$ cat src/rtl/serhub_pkg.sv
package serhub_pkg;
  localparam logic [31:0] ID_WORD   = 32'h0007_0002;
  localparam int          GLOB_TOP  = 'h1000;
  localparam int          WIN_SHIFT = 9;

  localparam logic [11:0] OFS_ID       = 12'h000;
  localparam logic [11:0] OFS_COUNT    = 12'h004;
  localparam logic [11:0] OFS_STATUS   = 12'h008;
  localparam logic [11:0] OFS_EN_SET   = 12'h00C;
  localparam logic [11:0] OFS_EN_CLR   = 12'h010;
  localparam logic [11:0] OFS_WAKE_SET = 12'h014;
  localparam logic [11:0] OFS_WAKE_CLR = 12'h018;

  typedef enum logic [3:0] {
    RS_ZERO, RS_ID, RS_COUNT, RS_STATUS, RS_EN, RS_EN_INV,
    RS_WAKE, RS_WAKE_INV, RS_UART
  } rdSel_e;

  typedef struct packed {
    logic   rd;
    logic   enSet;
    logic   enClr;
    logic   wakeSet;
    logic   wakeClr;
    rdSel_e rdSel;
  } hubStrobe_t;
endpackage

$ cat src/rtl/serhub_ctrl.sv
module serhub_ctrl
  import serhub_pkg::*;
#(
  parameter int UART_CNT = 6,
  parameter int ADDR_W   = 14,
  localparam int IDX_W   = ADDR_W - WIN_SHIFT
) (
  input  logic                clk,
  input  logic                rstN,
  input  logic                busReq,
  input  logic                busWe,
  input  logic [ADDR_W-1:0]   busAddr,
  output hubStrobe_t          stb,
  output logic [IDX_W-1:0]    uartIdx,
  output logic [UART_CNT-1:0] uartSel
);
  logic              globalWin;
  logic [ADDR_W-1:0] winOff;
  logic              uartHit;
  logic              fwdHit;
  logic              dmaHit;
  logic              wr;

  assign globalWin = busAddr < ADDR_W'(GLOB_TOP);
  assign winOff    = busAddr - ADDR_W'(GLOB_TOP);
  assign uartIdx   = winOff[ADDR_W-1:WIN_SHIFT];
  assign uartHit   = !globalWin && (int'(uartIdx) < UART_CNT);
  assign fwdHit    = uartHit && !winOff[WIN_SHIFT-1];
  assign dmaHit    = uartHit && winOff[WIN_SHIFT-1];
  assign wr        = busReq && busWe;

  always_comb begin
    stb       = '0;
    stb.rdSel = RS_ZERO;
    stb.rd    = busReq && !busWe;
    if (globalWin) begin
      case (busAddr[11:0])
        OFS_ID:       stb.rdSel = RS_ID;
        OFS_COUNT:    stb.rdSel = RS_COUNT;
        OFS_STATUS:   stb.rdSel = RS_STATUS;
        OFS_EN_SET:   begin stb.rdSel = RS_EN;       stb.enSet   = wr; end
        OFS_EN_CLR:   begin stb.rdSel = RS_EN_INV;   stb.enClr   = wr; end
        OFS_WAKE_SET: begin stb.rdSel = RS_WAKE;     stb.wakeSet = wr; end
        OFS_WAKE_CLR: begin stb.rdSel = RS_WAKE_INV; stb.wakeClr = wr; end
        default:      stb.rdSel = RS_ZERO;
      endcase
    end else if (fwdHit) begin
      stb.rdSel = RS_UART;
    end
  end

  for (genvar g = 0; g < UART_CNT; g++) begin : g_sel
    assign uartSel[g] = busReq && fwdHit && (uartIdx == IDX_W'(g));
  end

  p_dma_dead_r8: assert property (@(posedge clk) disable iff (!rstN)
    (busReq && dmaHit) |-> (uartSel == '0));

  p_global_no_fwd_r9: assert property (@(posedge clk) disable iff (!rstN)
    (busReq && globalWin) |-> (uartSel == '0));
endmodule

$ cat src/rtl/serhub_datapath.sv
module serhub_datapath
  import serhub_pkg::*;
#(
  parameter int UART_CNT = 6,
  parameter int IDX_W    = 5,
  localparam int PAD_W   = 32 - UART_CNT
) (
  input  logic                   clk,
  input  logic                   rstN,
  input  hubStrobe_t             stb,
  input  logic                   busReq,
  input  logic [IDX_W-1:0]       uartIdx,
  input  logic [UART_CNT-1:0]    wrMask,
  input  logic [UART_CNT-1:0]    uartIrq,
  input  logic [UART_CNT*32-1:0] uartRdata,
  output logic [31:0]            busRdata,
  output logic                   busReady,
  output logic                   irqOut
);
  logic [UART_CNT-1:0] status;
  logic [UART_CNT-1:0] irqEn;
  logic [UART_CNT-1:0] wakeEn;
  logic [31:0]         uartWord [UART_CNT];
  logic [31:0]         rdNext;

  for (genvar g = 0; g < UART_CNT; g++) begin : g_word
    assign uartWord[g] = uartRdata[g*32 +: 32];
  end

  always_ff @(posedge clk) begin
    if (!rstN) begin
      status <= '0;
      irqEn  <= '0;
      wakeEn <= '0;
    end else begin
      status <= uartIrq;
      if (stb.enSet)        irqEn  <= irqEn | wrMask;
      else if (stb.enClr)   irqEn  <= irqEn & ~wrMask;
      if (stb.wakeSet)      wakeEn <= wakeEn | wrMask;
      else if (stb.wakeClr) wakeEn <= wakeEn & ~wrMask;
    end
  end

  always_comb begin
    rdNext = '0;
    case (stb.rdSel)
      RS_ID:       rdNext = ID_WORD;
      RS_COUNT:    rdNext = 32'(UART_CNT);
      RS_STATUS:   rdNext = {{PAD_W{1'b0}}, status};
      RS_EN:       rdNext = {{PAD_W{1'b0}}, irqEn};
      RS_EN_INV:   rdNext = ~{{PAD_W{1'b0}}, irqEn};
      RS_WAKE:     rdNext = {{PAD_W{1'b0}}, wakeEn};
      RS_WAKE_INV: rdNext = ~{{PAD_W{1'b0}}, wakeEn};
      RS_UART: begin
        for (int i = 0; i < UART_CNT; i++)
          if (uartIdx == IDX_W'(i)) rdNext = uartWord[i];
      end
      default:     rdNext = '0;
    endcase
  end

  always_ff @(posedge clk) begin
    if (!rstN) begin
      busRdata <= '0;
      busReady <= 1'b0;
    end else begin
      busReady <= busReq;
      busRdata <= stb.rd ? rdNext : '0;
    end
  end

  assign irqOut = |(status & irqEn);

  p_en_set_r3: assert property (@(posedge clk) disable iff (!rstN)
    stb.enSet |=> ((irqEn & $past(wrMask)) == $past(wrMask)));

  p_en_clr_r4: assert property (@(posedge clk) disable iff (!rstN)
    stb.enClr |=> ((irqEn & $past(wrMask)) == '0));

  p_irq_needs_enable_r5: assert property (@(posedge clk) disable iff (!rstN)
    (irqEn == '0) |-> !irqOut);
endmodule

$ cat src/rtl/serhub_top.sv
module serhub_top
  import serhub_pkg::*;
#(
  parameter int UART_CNT = 6,
  parameter int ADDR_W   = 14,
  localparam int IDX_W   = ADDR_W - WIN_SHIFT
) (
  input  logic                   clk,
  input  logic                   rstN,
  input  logic                   busReq,
  input  logic                   busWe,
  input  logic [ADDR_W-1:0]      busAddr,
  input  logic [31:0]            busWdata,
  output logic [31:0]            busRdata,
  output logic                   busReady,
  output logic                   irqOut,
  input  logic [UART_CNT-1:0]    uartIrq,
  output logic [UART_CNT-1:0]    uartSel,
  output logic                   uartWe,
  output logic [7:0]             uartRegAddr,
  output logic [31:0]            uartWdata,
  input  logic [UART_CNT*32-1:0] uartRdata
);
  hubStrobe_t       stb;
  logic [IDX_W-1:0] uartIdx;

  serhub_ctrl #(.UART_CNT(UART_CNT), .ADDR_W(ADDR_W)) ctrl_i (
    .clk(clk), .rstN(rstN), .busReq(busReq), .busWe(busWe),
    .busAddr(busAddr), .stb(stb), .uartIdx(uartIdx), .uartSel(uartSel)
  );

  serhub_datapath #(.UART_CNT(UART_CNT), .IDX_W(IDX_W)) dp_i (
    .clk(clk), .rstN(rstN), .stb(stb), .busReq(busReq), .uartIdx(uartIdx),
    .wrMask(busWdata[UART_CNT-1:0]), .uartIrq(uartIrq),
    .uartRdata(uartRdata), .busRdata(busRdata), .busReady(busReady),
    .irqOut(irqOut)
  );

  assign uartWe      = busWe;
  assign uartRegAddr = busAddr[7:0];
  assign uartWdata   = busWdata;

  p_ready_follows_req_r10: assert property (@(posedge clk) disable iff (!rstN)
    busReq |=> busReady);

  p_ready_has_req_r10: assert property (@(posedge clk) disable iff (!rstN)
    busReady |-> $past(busReq));
endmodule

$ cat config.mk
export PLATFORM = sky130hd
export DESIGN_NAME = serhub_top
export DESIGN_NICKNAME = d
export VERILOG_FILES = /design/src/rtl/serhub_pkg.sv /design/src/rtl/serhub_ctrl.sv /design/src/rtl/serhub_datapath.sv /design/src/rtl/serhub_top.sv
export SDC_FILE = /design/constraint.sdc
export NUM_CORES = 1
export LEC_CHECK = 0
export BUFFER_PORTS_ARGS = -buffer_cell sky130_fd_sc_hd__buf_2
export CAP_MARGIN = 25
export CORE_AREA = 2 2 129 131
export CTS_CLUSTER_SIZE = 10
export DETAILED_ROUTE_END_ITERATION = 6
export DIE_AREA = 0 0 131 133
export GPL_TIMING_DRIVEN = 0
export RECOVER_POWER = 50
export SLEW_MARGIN = 20
export SYNTH_ARGS = -nofsm -noshare
export SYNTH_HDL_FRONTEND = slang
export SYNTH_SLANG_ARGS = --single-unit
$ cat constraint.sdc
create_clock -name clk -period 2.4 [get_ports clk]
set_input_delay 0.48 -clock clk [delete_from_list [all_inputs] [get_ports clk]]
set_output_delay 0.48 -clock clk [all_outputs]
set_load 0.02 [all_outputs]
## Yosys cells after proc, flatten, opt, wreduce, memory -nomap -nowiden

Cells that the tools add are included.

- Register bits after elaboration: 51
- Output and inout port bits: 81

- Add/subtract/negate cells: 1
- $lt $le $gt $ge: 2
- Equal/unequal tests: 19
- Multiplexer cells: 19
- Bitwise gates (word level): 8
- Reduce and logical (&&, ||, !) cells: 20

Operator list:

| cell | count |
|---|---|
| $pmux 32 s8 | 1 |
| $mux 32 | 6 |
| $not 6->32 | 2 |
| $eq 12x5->1 const B | 3 |
| $eq 12x4->1 const B | 2 |
| $mux 6 | 4 |
| $pmux 3 s7 | 1 |
| $and 6x6->6 | 3 |
| $eq 4x3->1 const B | 4 |
| $lt 14x13->1 const B | 1 |
| $sub 14x13->14 const B | 1 |
| $eq 12x3->1 const B | 1 |
| $logic_not 12->1 | 1 |
| $mux 4 | 3 |
| $or 6x6->6 | 2 |
| $logic_and 1x1->1 | 11 |
| $eq 5x2->1 const B | 2 |
| $eq 5x3->1 const B | 2 |
| $eq 4x2->1 const B | 2 |
| $not 6->6 | 1 |
| $reduce_or 6->1 | 1 |
| $eq 5x1->1 const B | 1 |
| $logic_not 5->1 | 1 |
| $lt 5x3->1 const B | 1 |
| 6 further kinds | 12 |

## Longest topological paths before layout

Gate-level depths: netlist of the first run.

- Depth after elaboration: 9
- Mapped depth: 9
- Mapped depth without buffers: 7

## Cells and area by module

Synthesis of the first run repeated with hierarchy kept, for this count alone.

- Cell total of the unflattened synthesis: 455
- Area total of the unflattened synthesis: 4010.1 sq um

Modules (own cells, without submodules):

| module | instances | cells each | area an instance (sq um) |
|---|---|---|---|
| serhub_datapath | 1 | 369 | 3378.2 |
| serhub_ctrl | 1 | 45 | 324.1 |
| serhub_top | 1 | 41 | 307.8 |

## Worst setup path before layout of the first run

No wires, ideal clock.

- Kind: input port to output port
- Start point: input busAddr[13]
- End point: output uartSel[2]
- Arrival: 1.804 ns
- Data required time: 1.920 ns
- Setup slack: 0.116 ns
- Cell stages on the path: 6
- Buffers on the path: 1
- Cells stage by stage: inv_1 ha_1 and3b_1 buf_4 nand3_1 nor3b_1

- Word-level cells in the longest chain between the ends: 6

Ends and longest elaborated chain:

| what | RTL line | source |
|---|---|---|
| start, declared | serhub_top.sv:12 | `input logic [ADDR_W-1:0] busAddr,` |
| $sub 14x13->14 / $lt 14x13->1 (equally long branches) | serhub_ctrl.sv:25, serhub_ctrl.sv:24 |  |
| $lt 5x3->1 / $logic_not 1->1 (equally long branches) | serhub_ctrl.sv:27 | `assign uartHit = !globalWin && (int'(uartIdx) < UART_CNT);` |
| $logic_and 1x1->1 | serhub_ctrl.sv:27 |  |
| $logic_and 1x1->1 | serhub_ctrl.sv:28 | `assign fwdHit = uartHit && !winOff[WIN_SHIFT-1];` |
| $logic_and 1x1->1 | serhub_ctrl.sv:53 | `assign uartSel[g] = busReq && fwdHit && (uartIdx == IDX_W'(g));` |
| $logic_and 1x1->1 * | serhub_ctrl.sv:53 |  |
| end, declared | serhub_top.sv:18 | `output logic [UART_CNT-1:0] uartSel,` |

Every way passes the cells marked *; elsewhere a longest branch is shown, timed or not.

## Worst setup path in the final report of the first run

- Start point: input busAddr[12]
- End point: output uartSel[5]

Same word-level chain as after synthesis.

==> impl_metrics.py, run 1 <==
metrics = {
    "run_status": {
        "outcome": "complete, no violations",
    },
    "synthesis": {
        "syn_inst": 458,
        "ys_types": 49,
        "synth.net_count": 709,
        "async_flop_share_pct": 0,
        "netlist.area_leader.share_pct": 26.8,
        "syn_avg_cell_area_um2": 8.32,
        "synth_area_mm2": 0.00381,
        "synthFlopType": "dfxtp_1",
        "synth_area_leaders": "dfxtp_1, mux2i_1, buf_4, o221ai_1, a21oi_1",
        "synth_common_cells": "mux2i_1, dfxtp_1, buf_4, nand2_1, a21oi_1",
        "synth-seq-area-share_pct": 26.8,
        "synth_top_area_cell": "dfxtp_1",
        "yosysMostFrequentCell": "mux2i_1",
        "yosysWarnings": 0,
        "ys_ff_latch": 51,
        "synth_edf_count": 0,
    },
    "clocking": {
        "clock_latency_ps": 300,
        "cts_max_level": 2,
        "clockBufferDepth": 2,
        "clkSinkCount": 51,
        "cts_buffers": 5,
        "ctsRootBufferMaster": "clkbuf_16",
        "cts_tree": "done",
        "path_clk_slew_ps": 80,
    },
    "worst_setup_path": {
        "cp_slowest_cell": "ha_4",
        "critPathRequiredTime_ps": 1920,
        "rr_worst_depth": 4,
        "cpLargestDelayFamily": "buffers and inverters",
        "crit_type": "primary input to primary output",
        "cp-start-kind": "primary input",
        "r2r_setup_slack_ps": 1300,
        "worst-path-max-fanout": 8,
        "crit_chain": "buf_4 -> inv_2 -> ha_4 -> and4b_1 -> buf_6 -> and2_1 -> buf_4 -> and3_1 -> buf_4",
        "end_kind": "primary output",
        "cpMostUsedCell": "buf_4",
        "r2r_end": "dp_i.busRdata[2]",
        "arrival_ps": 1850,
        "max_stage_delay_ps": 240,
        "worst-path-buf-inv": 5,
    },
    "floorplan": {
        "dieArea_mm2": 0.0174,
        "die_h_um": 133,
        "rows": 47,
        "ios": 329,
        "die_w_um": 131,
        "initial_core_util_pct": 23.6,
        "coreArea_mm2": 0.0162,
    },
    "routing": {
        "routed_wl_um": 17000,
        "drc": 0,
        "dr.pass1.iters": 5,
        "vias": 4691,
        "viasPerCell": 4.75,
        "wl_per_cell_um": 17.3,
        "drt-initial-drc-count": 359,
        "postRouteAntennaNets": 0,
    },
    "min_path": {
        "hold_class": "primary input to flop",
        "worstHoldEndpoint": "dp_i.status[5]",
        "min_from": "uartIrq[5]",
        "hold_depth": 2,
    },
    "timing": {
        "grt_setup_unrepaired": "no",
        "finalSetupViolCount": 0,
        "finalCritPeriodShare_pct": 96.9,
        "layout_min_cycle_time_ps": 2330,
        "finClkSkew_ps": 3.31,
        "slew_viol_final": 0,
        "fmax_mhz": 430,
        "worst_pin_slew_ps": 629,
        "hold_violations": 0,
        "slew_headroom_pct": 57.7,
    },
    "power_and_ir_drop": {
        "power.density_mw_per_mm2": 388,
        "p_leak_nw": 2.59,
        "irDropWorstVdd_v": 0.000255,
    },
    "layout": {
        "final_util_pct": 35.6,
        "drive_above_1_share_pct": 44.1,
        "fin_nets": 1017,
        "n_antenna_cell": 0,
        "area_growth_pct": 51.1,
        "finalNonFillerCells": 987,
    },
    "global_route": {
        "grt-ovfl-total": 0,
        "grtUsageTotal_pct": 18.0,
        "antenna_found_initial": 0,
        "grt_max_degree": 20,
        "grt_pass1_wl_um": 23900,
        "grt_pass1_vias": 4347,
    },
    "placed_design": {
        "dp.cells": 977,
        "portBuffers": 299,
        "routabilityCongestion": 0.819,
        "dpl.hpwl_um": 13700,
    },
    "flow_run": {
        "maxCapViolCount": 0,
    },
}
through the flow:
step / hold WS (ps) / setup TNS [ps] / setup WS [ps] / area, µm² / power (mW)
finish: 377 / 0 / 74.0 / 5750 / 2.23
global route: 371 / 0 / 14.3 / 5750 / 2.34
CTS: 366 / 0 / 3.44 / 5790 / 2.26
detailed placement: 530 / -2190 / -383 / 5580 / 1.47
global placement: 524 / -2400 / -379 / 5580 / 1.46
floorplan: 502 / 0 / 116 / 3810 / 1.18
timing repair:
action	4_1_cts	5_1_grt
endpoints found under the setup margin	4	6
setup buffers	0	2
gates resized for setup	13	8
hold buffers	0	0
kinds of logic after synthesis:
family / after synthesis / share of synthesized area [%]
flip-flops: 51 / 26.8
AO/OA/AOI/OAI: 164 / 28.1
adder cells (fa/ha/maj): 3 / 0.986
multiplexers: 59 / 17.1
buffers and inverters: 86 / 13.8
AND/OR/NAND/NOR: 95 / 13.2
worst reg2reg max path, delay by kind of cell, from the launching register on:
kind | cells | cell delay [ps]
AO/OA/AOI/OAI | 4 | 660
flip-flops | 1 | 350
placed cells by master, fill, tap and decap left out, types with 2 or more instances in the layout:
cell / count
buf_2: 255
nor2b_1: 4
a222oi_1: 5
a21oi_1: 34
nor3b_2: 2
nand2_1: 40
nor3_1: 2
dfxtp_1: 51
o2bb2ai_1: 2
inv_2: 4
buf_4: 49
o22a_1: 3
a31o_1: 2
o21ai_1: 29
nand4b_1: 2
mux2i_1: 54
nor3_2: 2
nand3_1: 6
and3_1: 5
buf_6: 3
o21ai_0: 33
clkbuf_16: 5
a32o_1: 6
a211oi_1: 7
clkbuf_1: 70
buf_8: 2
ha_1: 2
inv_1: 3
mux4_2: 5
nor2_1: 11
a22oi_1: 5
and2_1: 7
nand4_1: 2
inv_6: 2
o221ai_1: 30
cell type report:
class                   instances  area [µm²]
fillers                      1778       10400
flip-flops and latches         51        1020
repair buffers                301        1450
inverters                       7        26.3
clock inverters                 3        33.8
clock buffers                   5         125
plain buffers                  79         532
multi-input cells             321        2290
well taps                     220         275
report_power, final:
| part | switching, mW | total (mW) | leakage [nW] | internal [mW] |
|---|---|---|---|---|
| clock | 0.373 | 0.778 | 0.0776 | 0.404 |
| combinational | 0.297 | 0.597 | 2.10 | 0.300 |
| sequential | 0.00411 | 0.856 | 0.413 | 0.852 |
metal layers:
layer  track usage [%]  wire [µm]
met5                 0          0
met4              4.67        272
met3              3.60       1240
met2              30.6       8100
met1              23.1       7430
how the worst max path moves through the flow:
stage	startpoint	endpoint	depth (start not counted)
after floorplan	busAddr[13]	uartSel[2]	6
after global placement	busAddr[12]	uartSel[4]	10
after detailed placement	busAddr[12]	uartSel[5]	10
after CTS	busAddr[12]	uartSel[2]	8
after global routing	busAddr[12]	uartSel[4]	10
final	busAddr[12]	uartSel[5]	9
(Power assumes the default switching activity.)
==> run 2: changes to the inputs <==
--- a/config.mk
+++ b/config.mk
@@ -7,5 +7,4 @@
 export LEC_CHECK = 0
 export BUFFER_PORTS_ARGS = -buffer_cell sky130_fd_sc_hd__buf_2
-export CAP_MARGIN = 25
 export CORE_AREA = 2 2 129 131
 export CTS_CLUSTER_SIZE = 10
@@ -13,4 +12,5 @@
 export DIE_AREA = 0 0 131 133
 export GPL_TIMING_DRIVEN = 0
+export PLACE_DENSITY = 0.53
 export RECOVER_POWER = 50
 export SLEW_MARGIN = 20
==> constraint.sdc (replaced) <==
create_clock -name clk -period 2.4 [get_ports clk]
set_input_delay 0 -clock clk [delete_from_list [all_inputs] [get_ports clk]]
set_output_delay 0 -clock clk [all_outputs]
set_load 0.02 [all_outputs]
==> impl_metrics.py, run 2 (same netlist as run 1, synthesis figures left out) <==
metrics = {
    "run_status": {
        "outcome": "complete, no violations",
    },
    "clocking": {
        "cts_max_level": 2,
        "ctsRootBufferMaster": "clkbuf_16",
        "clkSinkCount": 51,
        "cts_tree": "done",
        "cts_hold_buf": 12,
        "clock_latency_ps": 290,
        "clockBufferDepth": 2,
        "path_clk_slew_ps": 70,
        "cts_buffers": 5,
        "ctsResizeCount": 0,
        "post_cts_buffers": 0,
    },
    "placed_design": {
        "routabilityCongestion": 0.947,
        "dpl_cell_area_mm2": 0.00558,
        "dpl.hpwl_um": 14000,
        "portBuffers": 299,
        "dp.cells": 977,
    },
    "worst_setup_path": {
        "crit_type": "primary input to primary output",
        "cp-start-kind": "primary input",
        "max_stage_delay_ps": 280,
        "worst-path-max-fanout": 10,
        "cpMostUsedCell": "buf_2",
        "arrival_ps": 1750,
        "critPathRequiredTime_ps": 2400,
        "crit_chain": "buf_2 -> inv_1 -> ha_1 -> nor2_1 -> and3_1 -> buf_2 -> buf_2 -> buf_2 -> and3_1 -> buf_2",
        "cp_slowest_cell": "buf_2",
        "end_kind": "primary output",
    },
    "layout": {
        "nFillCells": 1765,
        "area_growth_pct": 51.9,
        "drive_above_1_share_pct": 42.3,
        "final_common_cell": "buf_2",
        "fin_nets": 1027,
        "finalNonFillerCells": 996,
        "final_cell_mix": "buf_2, clkbuf_1, mux2i_1, dfxtp_1, buf_4",
        "n_antenna_cell": 0,
        "design_area_mm2": 0.00579,
    },
    "timing": {
        "fmax_mhz": 571,
        "grt_setup_unrepaired": "no",
        "finalCritPeriodShare_pct": 72.9,
        "layout_min_cycle_time_ps": 1750,
        "worst_pin_slew_ps": 741,
        "timing.hold.ws_ps": 46.1,
        "finClkSkew_ps": 7.77,
        "slew_viol_final": 0,
        "setup_tns_ps": 0,
        "slew_headroom_pct": 50.2,
        "hold_violations": 0,
        "finalSetupViolCount": 0,
    },
    "power_and_ir_drop": {
        "p_comb_share_pct": 26.6,
        "pwr-share-clk_pct": 35.5,
        "finalPower_mw": 2.26,
        "p_leak_nw": 2.64,
        "power.density_mw_per_mm2": 391,
        "irDropWorstVdd_v": 0.000397,
        "power.share.sequential_pct": 37.9,
        "swShare_pct": 27.3,
        "p_switching_mw": 0.616,
        "p_int_mw": 1.64,
    },
    "global_route": {
        "grt_pass1_wl_um": 24200,
        "antenna_found_initial": 0,
        "grt-ovfl-total": 0,
        "grtUsageTotal_pct": 18.4,
        "grt_max_degree": 15,
        "grt_pass1_vias": 4454,
    },
    "routing": {
        "drt-initial-drc-count": 173,
        "routed_wl_um": 17000,
        "postRouteAntennaNets": 0,
        "wl_per_cell_um": 17.0,
        "vias": 4580,
        "dr.pass1.iters": 4,
        "drc": 0,
        "viasPerCell": 4.60,
    },
    "floorplan": {
        "initial_core_util_pct": 23.6,
        "dieArea_mm2": 0.0174,
        "rows": 47,
        "die_w_um": 131,
        "coreArea_mm2": 0.0162,
        "ios": 329,
        "die_h_um": 133,
    },
    "min_path": {
        "hold_class": "primary input to flop",
    },
    "flow_run": {
        "maxCapViolCount": 0,
    },
}
[run 2: changes by cell type in the layout (fill, tap and decap cells not counted), sizes merged]
cell         previous run  this run
dlygate4sd3             0        12
inv                     9         7
bufinv                  0         1
clkbuf                 76        75
clkinv                  1         0
[run 2: layout make-up]
class                           count  area, µm²  share of cell area, %
Inverter                            7       26.3                  0.454
Timing Repair Buffer              311       1540                   26.7
Clock buffer                        6        129                   2.23
Multi-Input combinational cell    321       2260                   39.1
Sequential cell                    51       1020                   17.6
Tap cell                          220        275                   4.76
Clock inverter                      1       30.0                  0.519
Buffer                             79        499                   8.63
[run 2: worst max-delay path: cells and delay by family]
family                   cells  cell delay [ps]
adder cells (fa/ha/maj)      1              200
AND/OR/NAND/NOR              3              460
buffers and inverters        6             1090
[run 2: power by group through the flow]
| stage | Sequential, mW | Clock [mW] | Combinational, mW |
|---|---|---|---|
| 5_1_grt | 0.856 | 0.859 | 0.660 |
| 6_report | 0.856 | 0.802 | 0.601 |
| 2_1_floorplan | 0.876 | 0 | 0.304 |
| 3_3_place_gp | 0.876 | 0 | 0.595 |
| 4_1_cts | 0.856 | 0.825 | 0.615 |
| 3_5_place_dp | 0.876 | 0 | 0.598 |
[run 2: layer usage]
layer | part of all wire, % | track usage (%) | vias up | wire (µm)
met5 | 0 | 0 | - | 0
li1 | - | - | 2325 | -
met4 | 0.98 | 3.96 | 0 | 167
met2 | 52 | 35.1 | 227 | 8830
met1 | 39 | 20.8 | 2017 | 6610
met3 | 8.0 | 3.28 | 11 | 1350
[run 2: worst paths after layout]
path                    start          endpoint  slack [ps]  cells past startpoint
hold reg to reg          flop              flop         530                      2
setup / recovery  busAddr[12]        uartSel[4]         650                     10
hold / removal           rstN              flop          50                      2
setup reg to reg         flop  dp_i.busRdata[2]        1280                      4
[run 2: metrics by stage]
step | setup slack, ps | util, %
after floorplan | 862 | -
after global placement | 252 | 34.5
after detailed placement | 294 | 34.5
after CTS | 611 | 36.2
after global routing | 443 | 35.8
final | 650 | 35.8
==> run 3: changes to the inputs <==
Settings changed: CORE_AREA 2 2 129 131 to 2 2 128 130, DIE_AREA 0 0 131 133 to 0 0 130 132, PLACE_DENSITY 0.53 to 0.55.
Clock period 2.4 ns to 1.6 ns, I/O delays scaled along.
==> impl_metrics.py, run 3 (same netlist as run 1, synthesis figures left out) <==
metrics = {
    "run_status": {
        "outcome": "complete, no violations",
    },
    "timing": {
        "timing.hold.ws_ps": 26.3,
        "layout_min_cycle_time_ps": 1500,
        "finClkSkew_ps": 6.92,
        "slew_headroom_pct": 58.6,
        "slew_viol_final": 0,
        "grt_setup_unrepaired": "no",
        "fmax_mhz": 666,
        "finalSetupViolCount": 0,
        "finalCritPeriodShare_pct": 93.8,
        "worst_pin_slew_ps": 621,
        "setup_tns_ps": 0,
        "hold_violations": 0,
    },
    "min_path": {
        "min_from": "rstN",
        "hold_class": "primary input to flop",
        "hold_depth": 2,
    },
    "global_route": {
        "antenna_found_initial": 3,
        "grt_pass1_wl_um": 24700,
        "grt-ovfl-total": 0,
        "grt_pass1_vias": 4562,
        "grt_max_degree": 17,
        "grtUsageTotal_pct": 18.8,
    },
    "worst_setup_path": {
        "cp-start-kind": "primary input",
        "max_stage_delay_ps": 330,
        "cp_slowest_cell": "a222oi_1",
        "worst-path-max-fanout": 8,
        "critPathRequiredTime_ps": 1790,
        "arrival_ps": 1690,
        "rr_worst_depth": 4,
        "end_kind": "flop",
        "crit_type": "primary input to flop",
        "cpMostUsedCell": "buf_4",
        "crit_chain": "buf_4 -> inv_2 -> ha_4 -> and4b_1 -> buf_6 -> and2_1 -> buf_4 -> a222oi_1 -> nor2_1 -> a31o_1",
        "r2r_setup_slack_ps": 480,
        "r2r_end": "dp_i.busRdata[2]",
    },
    "floorplan": {
        "die_h_um": 132,
        "rows": 46,
        "dieArea_mm2": 0.0172,
        "initial_core_util_pct": 24.2,
        "ios": 329,
        "coreArea_mm2": 0.0157,
        "die_w_um": 130,
    },
    "placed_design": {
        "portBuffers": 299,
        "routabilityCongestion": 0.899,
        "dpl.hpwl_um": 14000,
        "dpl_cell_area_mm2": 0.00558,
    },
    "flow_run": {
        "maxCapViolCount": 0,
    },
    "power_and_ir_drop": {
        "irDropWorstVdd_v": 0.000352,
        "p_leak_nw": 2.69,
        "finalPower_mw": 3.30,
        "power.density_mw_per_mm2": 560,
    },
    "layout": {
        "fin_nets": 1032,
        "final_util_pct": 37.5,
        "area_growth_pct": 54.7,
        "final_common_cell": "buf_2",
        "design_area_mm2": 0.00589,
        "drive_above_1_share_pct": 44.0,
        "final_cell_mix": "buf_2, clkbuf_1, mux2i_1, buf_4, dfxtp_1",
    },
    "clocking": {
        "cts_tree": "done",
        "clockBufferDepth": 2,
        "clock_latency_ps": 300,
        "ctsRootBufferMaster": "clkbuf_16",
        "cts_buffers": 5,
        "clkSinkCount": 51,
        "cts_max_level": 2,
        "path_clk_slew_ps": 70,
    },
    "routing": {
        "wl_per_cell_um": 17.2,
        "vias": 4791,
        "drt-initial-drc-count": 184,
        "drc": 0,
        "viasPerCell": 4.79,
        "routed_wl_um": 17200,
        "dr.pass1.iters": 5,
        "postRouteAntennaNets": 0,
    },
}
==> run 3: repair_timing <==
item / CTS / global route
hold buffers: 12 / 0
resized for setup: 7 / 14
hold endpoints to repair: 18 / 0
pin swaps: 3 / 1
endpoints found under the setup margin: 30 / 35
setup buffers: 3 / 2
==> run 3: critical path: cells and delay by family <==
kind                       cells  cell delay [ps]
and+or+nand+nor                3              430
AOI/OAI and AO/OA              2              530
buffers and inverters          4              470
adders and majority gates      1              250
==> run 3: metal layers <==
layer	GRT usage [%]	wire length [µm]
met2	34.9	8900
met3	4.91	1430
met5	0	0
met1	21.1	6590
met4	4.42	278
==> run 3: stage by stage <==
stage          cells  worst slack [ps]
6_report        1001              98.9
3_3_place_gp     973              -489
4_1_cts          996              11.1
2_1_floorplan    458              62.0
5_1_grt          999              3.26
3_5_place_dp     973              -513
==> run 3: cell type report <==
type / instances / area, µm²
fill: 1725 / 9820
sequential: 51 / 1020
clock inverter: 3 / 18.8
antenna: 3 / 7.51
tap: 216 / 270
multi-input combinational: 321 / 2300
inverter: 7 / 26.3
timing repair buffer: 316 / 1600
clock buffer: 5 / 125
buffer: 79 / 523
==> run 3: power breakdown <==
| part | internal (mW) | switching [mW] | leakage [nW] |
|---|---|---|---|
| clock | 0.581 | 0.516 | 0.0740 |
| combinational | 0.470 | 0.451 | 2.20 |
| sequential | 1.28 | 0.00565 | 0.413 |
| total | 2.33 | 0.972 | 2.69 |
==> run 3: how the worst max path moves through the flow <==
stage	from	endpoint	cells after the start
after floorplan	busAddr[13]	dp_i.busRdata[3]	9
after global placement	busAddr[12]	dp_i.busRdata[11]	8
after detailed placement	busAddr[12]	dp_i.busRdata[11]	8
after CTS	busAddr[12]	dp_i.busRdata[0]	10
after global routing	busAddr[12]	dp_i.busRdata[3]	10
final	busAddr[12]	dp_i.busRdata[3]	10
